File: src/rtl/cpwm_pkg.sv
package cpwm_pkg;
  // strobes from the period control to the output datapath
  typedef struct packed {
    logic reloadHit;
    logic matchHit;
  } cpwmStrobe_t;
endpackage

File: src/rtl/cpwm_ctrl.sv
module cpwm_ctrl
  import cpwm_pkg::*;
#(
  parameter int CNT_W = 16
) (
  input  logic             clk,
  input  logic             rstN,
  input  logic             enable,
  input  logic [CNT_W-1:0] reloadVal,
  input  logic [CNT_W-1:0] compareVal,
  output cpwmStrobe_t      strobe
);
  localparam logic [CNT_W-1:0] CNT_ONE = {{(CNT_W-1){1'b0}}, 1'b1};

  logic [CNT_W-1:0] count;
  logic             wrapNow;
  logic             hitNow;

  // >= so that a lowered reload value restarts the period immediately
  assign wrapNow = enable && (count >= reloadVal);
  assign hitNow  = enable && !wrapNow && (compareVal != '0) && (count == compareVal);

  always_ff @(posedge clk) begin
    if (!rstN) begin
      count <= CNT_ONE;
    end else if (!enable || wrapNow) begin
      count <= CNT_ONE;
    end else begin
      count <= count + CNT_ONE;
    end
  end

  assign strobe.reloadHit = wrapNow;
  assign strobe.matchHit  = hitNow;
endmodule

File: src/rtl/cpwm_dead.sv
module cpwm_dead #(
  parameter int DLY_W      = 3,
  parameter bit IDLE_READY = 1'b0
) (
  input  logic             clk,
  input  logic             rstN,
  input  logic             enable,
  input  logic             want,
  input  logic [DLY_W-1:0] delay,
  output logic             gate
);
  localparam logic [DLY_W-1:0] HOLD_MAX = '1;

  logic [DLY_W-1:0] holdCnt;

  always_ff @(posedge clk) begin
    if (!rstN) begin
      holdCnt <= '0;
    end else if (!enable) begin
      // a line asserted at idle starts already past its dead time
      holdCnt <= IDLE_READY ? delay : '0;
    end else if (!want) begin
      holdCnt <= '0;
    end else if (holdCnt != HOLD_MAX) begin
      holdCnt <= holdCnt + 1'b1;
    end
  end

  // release is immediate; assertion waits until the count reaches the delay
  assign gate = want && (holdCnt >= delay);
endmodule

File: src/rtl/cpwm_path.sv
module cpwm_path
  import cpwm_pkg::*;
#(
  parameter int DLY_W = 3
) (
  input  logic             clk,
  input  logic             rstN,
  input  logic             enable,
  input  logic             polarity,
  input  logic [DLY_W-1:0] delay,
  input  cpwmStrobe_t      strobe,
  output logic             pwmOut,
  output logic             pwmOutN,
  output logic             activePol
);
  localparam int N_CH = 2;

  logic            phase;
  logic [N_CH-1:0] wantVec;
  logic [N_CH-1:0] gate;
  logic [N_CH-1:0] drive;

  always_ff @(posedge clk) begin
    if (!rstN) begin
      phase     <= 1'b0;
      activePol <= 1'b0;
    end else if (!enable) begin
      phase     <= 1'b0;
      activePol <= polarity;
    end else if (strobe.reloadHit) begin
      phase     <= 1'b0;
      activePol <= polarity;
    end else if (strobe.matchHit) begin
      phase     <= 1'b1;
    end
  end

  assign wantVec[0] = phase;
  assign wantVec[1] = ~phase;

  for (genvar ch = 0; ch < N_CH; ch++) begin : g_chan
    localparam bit IDLE_READY = (ch == 1);
    cpwm_dead #(
      .DLY_W(DLY_W),
      .IDLE_READY(IDLE_READY)
    ) u_dead (
      .clk   (clk),
      .rstN  (rstN),
      .enable(enable),
      .want  (wantVec[ch]),
      .delay (delay),
      .gate  (gate[ch])
    );
    // asserted level is the inverse of the latched polarity
    assign drive[ch] = enable ? (activePol ^ gate[ch]) : (polarity ^ IDLE_READY);
  end

  assign pwmOut  = drive[0];
  assign pwmOutN = drive[1];
endmodule

File: src/rtl/cpwm_top.sv
module cpwm_top
  import cpwm_pkg::*;
#(
  parameter int CNT_W = 16,
  parameter int DLY_W = 3
) (
  input  logic             clk,
  input  logic             rstN,
  input  logic             enable,
  input  logic             polarity,
  input  logic [CNT_W-1:0] reloadVal,
  input  logic [CNT_W-1:0] compareVal,
  input  logic [DLY_W-1:0] deadDelay,
  output logic             pwmOut,
  output logic             pwmOutN
);
  cpwmStrobe_t strobe;
  logic        activePol;
  logic        reloadHit;

  cpwm_ctrl #(.CNT_W(CNT_W)) u_ctrl (
    .clk       (clk),
    .rstN      (rstN),
    .enable    (enable),
    .reloadVal (reloadVal),
    .compareVal(compareVal),
    .strobe    (strobe)
  );

  cpwm_path #(.DLY_W(DLY_W)) u_path (
    .clk      (clk),
    .rstN     (rstN),
    .enable   (enable),
    .polarity (polarity),
    .delay    (deadDelay),
    .strobe   (strobe),
    .pwmOut   (pwmOut),
    .pwmOutN  (pwmOutN),
    .activePol(activePol)
  );

  assign reloadHit = strobe.reloadHit;
endmodule

File: config.mk
export PLATFORM = sky130hd
export DESIGN_NAME = cpwm_top
export DESIGN_NICKNAME = d
export VERILOG_FILES = /design/src/rtl/cpwm_pkg.sv /design/src/rtl/cpwm_ctrl.sv /design/src/rtl/cpwm_dead.sv /design/src/rtl/cpwm_path.sv /design/src/rtl/cpwm_top.sv
export SDC_FILE = /design/constraint.sdc
export NUM_CORES = 1
export LEC_CHECK = 0
export ABC_AREA = 1
export ABC_CLOCK_PERIOD_IN_PS = 1500
export BUFFER_PORTS_ARGS = -buffer_cell sky130_fd_sc_hd__buf_2
export CAP_MARGIN = 10
export CORE_AREA = 10 10 84 86
export DETAILED_ROUTE_END_ITERATION = 16
export DIE_AREA = 0 0 94 96
export PLACE_DENSITY_LB_ADDON = 0.08
export SYNTH_ARGS = -nofsm -noshare
export SYNTH_HDL_FRONTEND = slang
export SYNTH_SLANG_ARGS = --single-unit
File: constraint.sdc
create_clock -name clk -period 1.5 [get_ports clk]
set_input_delay 0.225 -clock clk [delete_from_list [all_inputs] [get_ports clk]]
set_output_delay 0.225 -clock clk [all_outputs]
set_load 0.05 [all_outputs]
==> flow_summary_export.csv <==
group,metric,value,unit
power_and_ir_drop,p_leak,0.001386,uW
yosys,synth-seq-area-share,0.2312,
detailed_routing,dr_total_vias,2085,
floorplan,die_y,96,um
power_and_ir_drop,internal-power,1186,uW
yosys,synth_cell_types,24,
clock_tree,htreeDepth,1,
detailed_routing,wirelength,5436,um
yosys,syn_inst,311,
floorplan,core,5405,um^2
min_path,hold_depth,3,
power_and_ir_drop,pwr-share-seq,0.405,
clock_tree,cts_made_buffers,3,
detailed_routing,drcViolationCount,0,
timing,worst_slack,-0.3931,ns
cells_and_area,nets,453,
setup_path,reg2regPathDepth,10,
placed_design,placed_cell_area,2569,um^2
power_and_ir_drop,powerDensity,534.8,nW/um^2
timing,skew,0.003421,ns
cells_and_area,layout-area-overhead-vs-synth,46.30,%
timing,final-hold-violation-count,0,
floorplan,dieWidth,94,um
timing,finalCriticalPeriod,1.893,ns
power_and_ir_drop,clock_power_share,0.356,
power_and_ir_drop,ir_worst_vdd,0.0003997,V
job,drv_cap,0,
timing,rsz0062_at_grt,"yes",
clock_tree,root_buffer,"clkbuf_8",
timing,period_share,1.262,
setup_path,r2r-end,"u_ctrl.count[4]",
yosys,netlist_area,2078,um^2
clock_tree,clk_latency,0.27,ns
placed_design,gp_congestion,0.8107,
clock_tree,cts_tree,"built",
timing,timing.fmax,528.2,MHz
timing,final-setup-viol-count,2,
global_routing,grt_pass1_wl,9542,um
detailed_routing,avgRoutedWirePerCell,11.87,um
global_routing,antenna_found_initial,0,
setup_path,r2r-start,"u_ctrl.count[7]",
clock_tree,clock-sinks,24,
cells_and_area,postLayoutCoreUtil,0.5625,
setup_path,crit_arrival,1.67,ns
detailed_routing,via_per_inst,4.552,
floorplan,die-area,9024,um^2
floorplan,rows,27,
yosys,synth_seq_cells,24,
floorplan,start_util,0.3845,
clock_tree,clk_pin_slew_worst_paths,0.09,ns
timing,maxSlewHeadroom,0.8185,
status,status,"complete, but fails checks",
detailed_routing,detail-route-antenna-nets,0,
global_routing,grt_overflow,0,
timing,setup-tns-final,-0.7021,ns
cells_and_area,final_common_cell,"nand2_1",
setup_path,start_kind,"flop",
cells_and_area,layout_common_cells,"75 x nand2_1, 46 x inv_1, 38 x buf_2",
global_routing,grt_max_degree,15,
cells_and_area,final_area,3040,um^2
cells_and_area,antenna_cells,0,
detailed_routing,detail_route.first_pass.iterations,4,
min_path,min_from,"polarity",
setup_path,r2r_setup_slack,0.01,ns
timing,tightest_slew,0.2713,ns
power_and_ir_drop,finalPower,1626,uW
yosys,syn_area_per_cell,6.682,um^2
placed_design,portBuffers,40,
yosys,synth_warnings,0,
min_path,hold_end,"u_path.activePol",
global_routing,grtUsageTotal,0.1275,
setup_path,worst_setup_path_end_kind,"primary output",
clock_tree,clk_path_buf_depth,2,
min_path,hp-class,"input pin to flop",
power_and_ir_drop,sw_frac_of_total,0.2706,
setup_path,critPathKind,"flop to primary output",
setup_path,cp_data_required_time,1.27,ns
clock_tree,cts-hold-fix-buffers,0,
floorplan,io_pins,41,
global_routing,grt_pass1_vias,2192,
timing,timing.final.max_slew_violations,0,
yosys,synth_nets,377,
power_and_ir_drop,combPwrFrac,0.238,
detailed_routing,drt_iter0_drc,50,
placed_design,dp.final_hpwl,4300,um
setup_path,cp_max_fo,3,
status,failed_checks,"negative setup slack",
power_and_ir_drop,switching_power,440.0,uW
cells_and_area,drive_above_1_share,0.4301,
==> cells by family (layout without fill, tap and decap cells) <==
group,count (synthesis),in the layout,share of synthesized area
AO/OA/AOI/OAI,29,29,0.07586
XOR/XNOR,17,17,0.07164
adder cells (fa/ha/maj),27,27,0.1626
buffers and inverters,55,129,0.1030
flip-flops,24,24,0.2312
AND/OR/NAND/NOR,159,160,0.3558
==> critical path: stages, from the launching register on <==
cell and delay (ns):
dfxtp_2 0.36, ha_4 0.20, a21oi_1 0.16, o211ai_1 0.15
nand3_1 0.11, nand2_1 0.06, o21a_2 0.21, buf_8 0.15
==> metrics by stage <==
stage / hold slack [ns] / worst slack [ns] / cells
global placement: 0.4766 / -0.1837 / 448
CTS: 0.1913 / -0.3390 / 455
global route: 0.2025 / -0.5340 / 458
finish: 0.1825 / -0.3931 / 458
floorplan: 0.3167 / -0.03273 / 311
detailed placement: 0.4806 / -0.1951 / 448
==> cell type report <==
cell class                      instances  area (um^2)
Timing Repair Buffer                   71        460.4
Tap cell                               72        90.09
Multi-Input combinational cell        233         1713
Clock inverter                          1        30.03
Inverter                               54        202.7
Fill cell                             531         2365
Clock buffer                            3        41.29
Sequential cell                        24        503.0
==> power groups by stage <==
stage / combinational [uW] / clock, uW / sequential [uW]
4_1_cts: 358 / 599 / 659
3_5_place_dp: 319 / 0 / 672
2_1_floorplan: 191 / 0 / 674
3_3_place_gp: 315 / 0 / 671
5_1_grt: 438 / 629 / 661
6_report: 388 / 579 / 659
==> worst max-delay path by stage <==
| stage | from | end | slack (ns) | cells past startpoint |
|---|---|---|---|---|
| finish | u_path.g_chan[0].u_dead.holdCnt[2] | pwmOut | -0.39 | 7 |
| global route | u_path.g_chan[0].u_dead.holdCnt[2] | pwmOut | -0.53 | 7 |
| CTS | u_path.g_chan[0].u_dead.holdCnt[2] | pwmOut | -0.34 | 6 |
| detailed placement | deadDelay[2] | pwmOutN | -0.20 | 9 |
| global placement | deadDelay[2] | pwmOutN | -0.18 | 8 |
| floorplan | u_path.g_chan[1].u_dead.holdCnt[2] | pwmOutN | -0.03 | 5 |
==> registers in the layout, summed over array words and instances, names as in the netlist <==
name                          count
u_path.g_chan.u_dead.holdCnt      6
u_path.activePol                  1
u_path.phase                      1
u_ctrl.count                     16
==> synthesized netlist by cell type (all sizes together) <==
master  instances  area [um^2]
nand4           7        43.79
inv            54        202.7
nor3            1        16.27
xnor2          11        96.34
a21oi          19        95.09
or2             3        18.77
nand2          85        326.6
nor2           43        211.5
o21a            1        7.510
xor2            6        52.55
nand3          20        122.6
buf             1        11.26
dfxtp          24        480.5
o211ai          2        15.01
o21ai           6        33.78
ha             27        337.8
a31oi           1        6.260
==> what timing repair did <==
item | CTS | global route
gates cloned | 1 | 0
endpoints found under the setup margin | 19 | 20
gates resized for setup | 39 | 36
pin swaps | 19 | 27
setup buffers | 2 | 3
==> routing by layer <==
metal  track usage  vias to the layer above  routed length, um  part of all wire
met5             0                        -                  0                 0
met4       0.02278                        0                 29            0.0053
met3       0.03113                        2                206             0.038
met2        0.2327                       21               2781              0.51
met1        0.1487                      926               2418              0.44
li1              -                     1136                  -                 -
(Power assumes the default switching activity.)
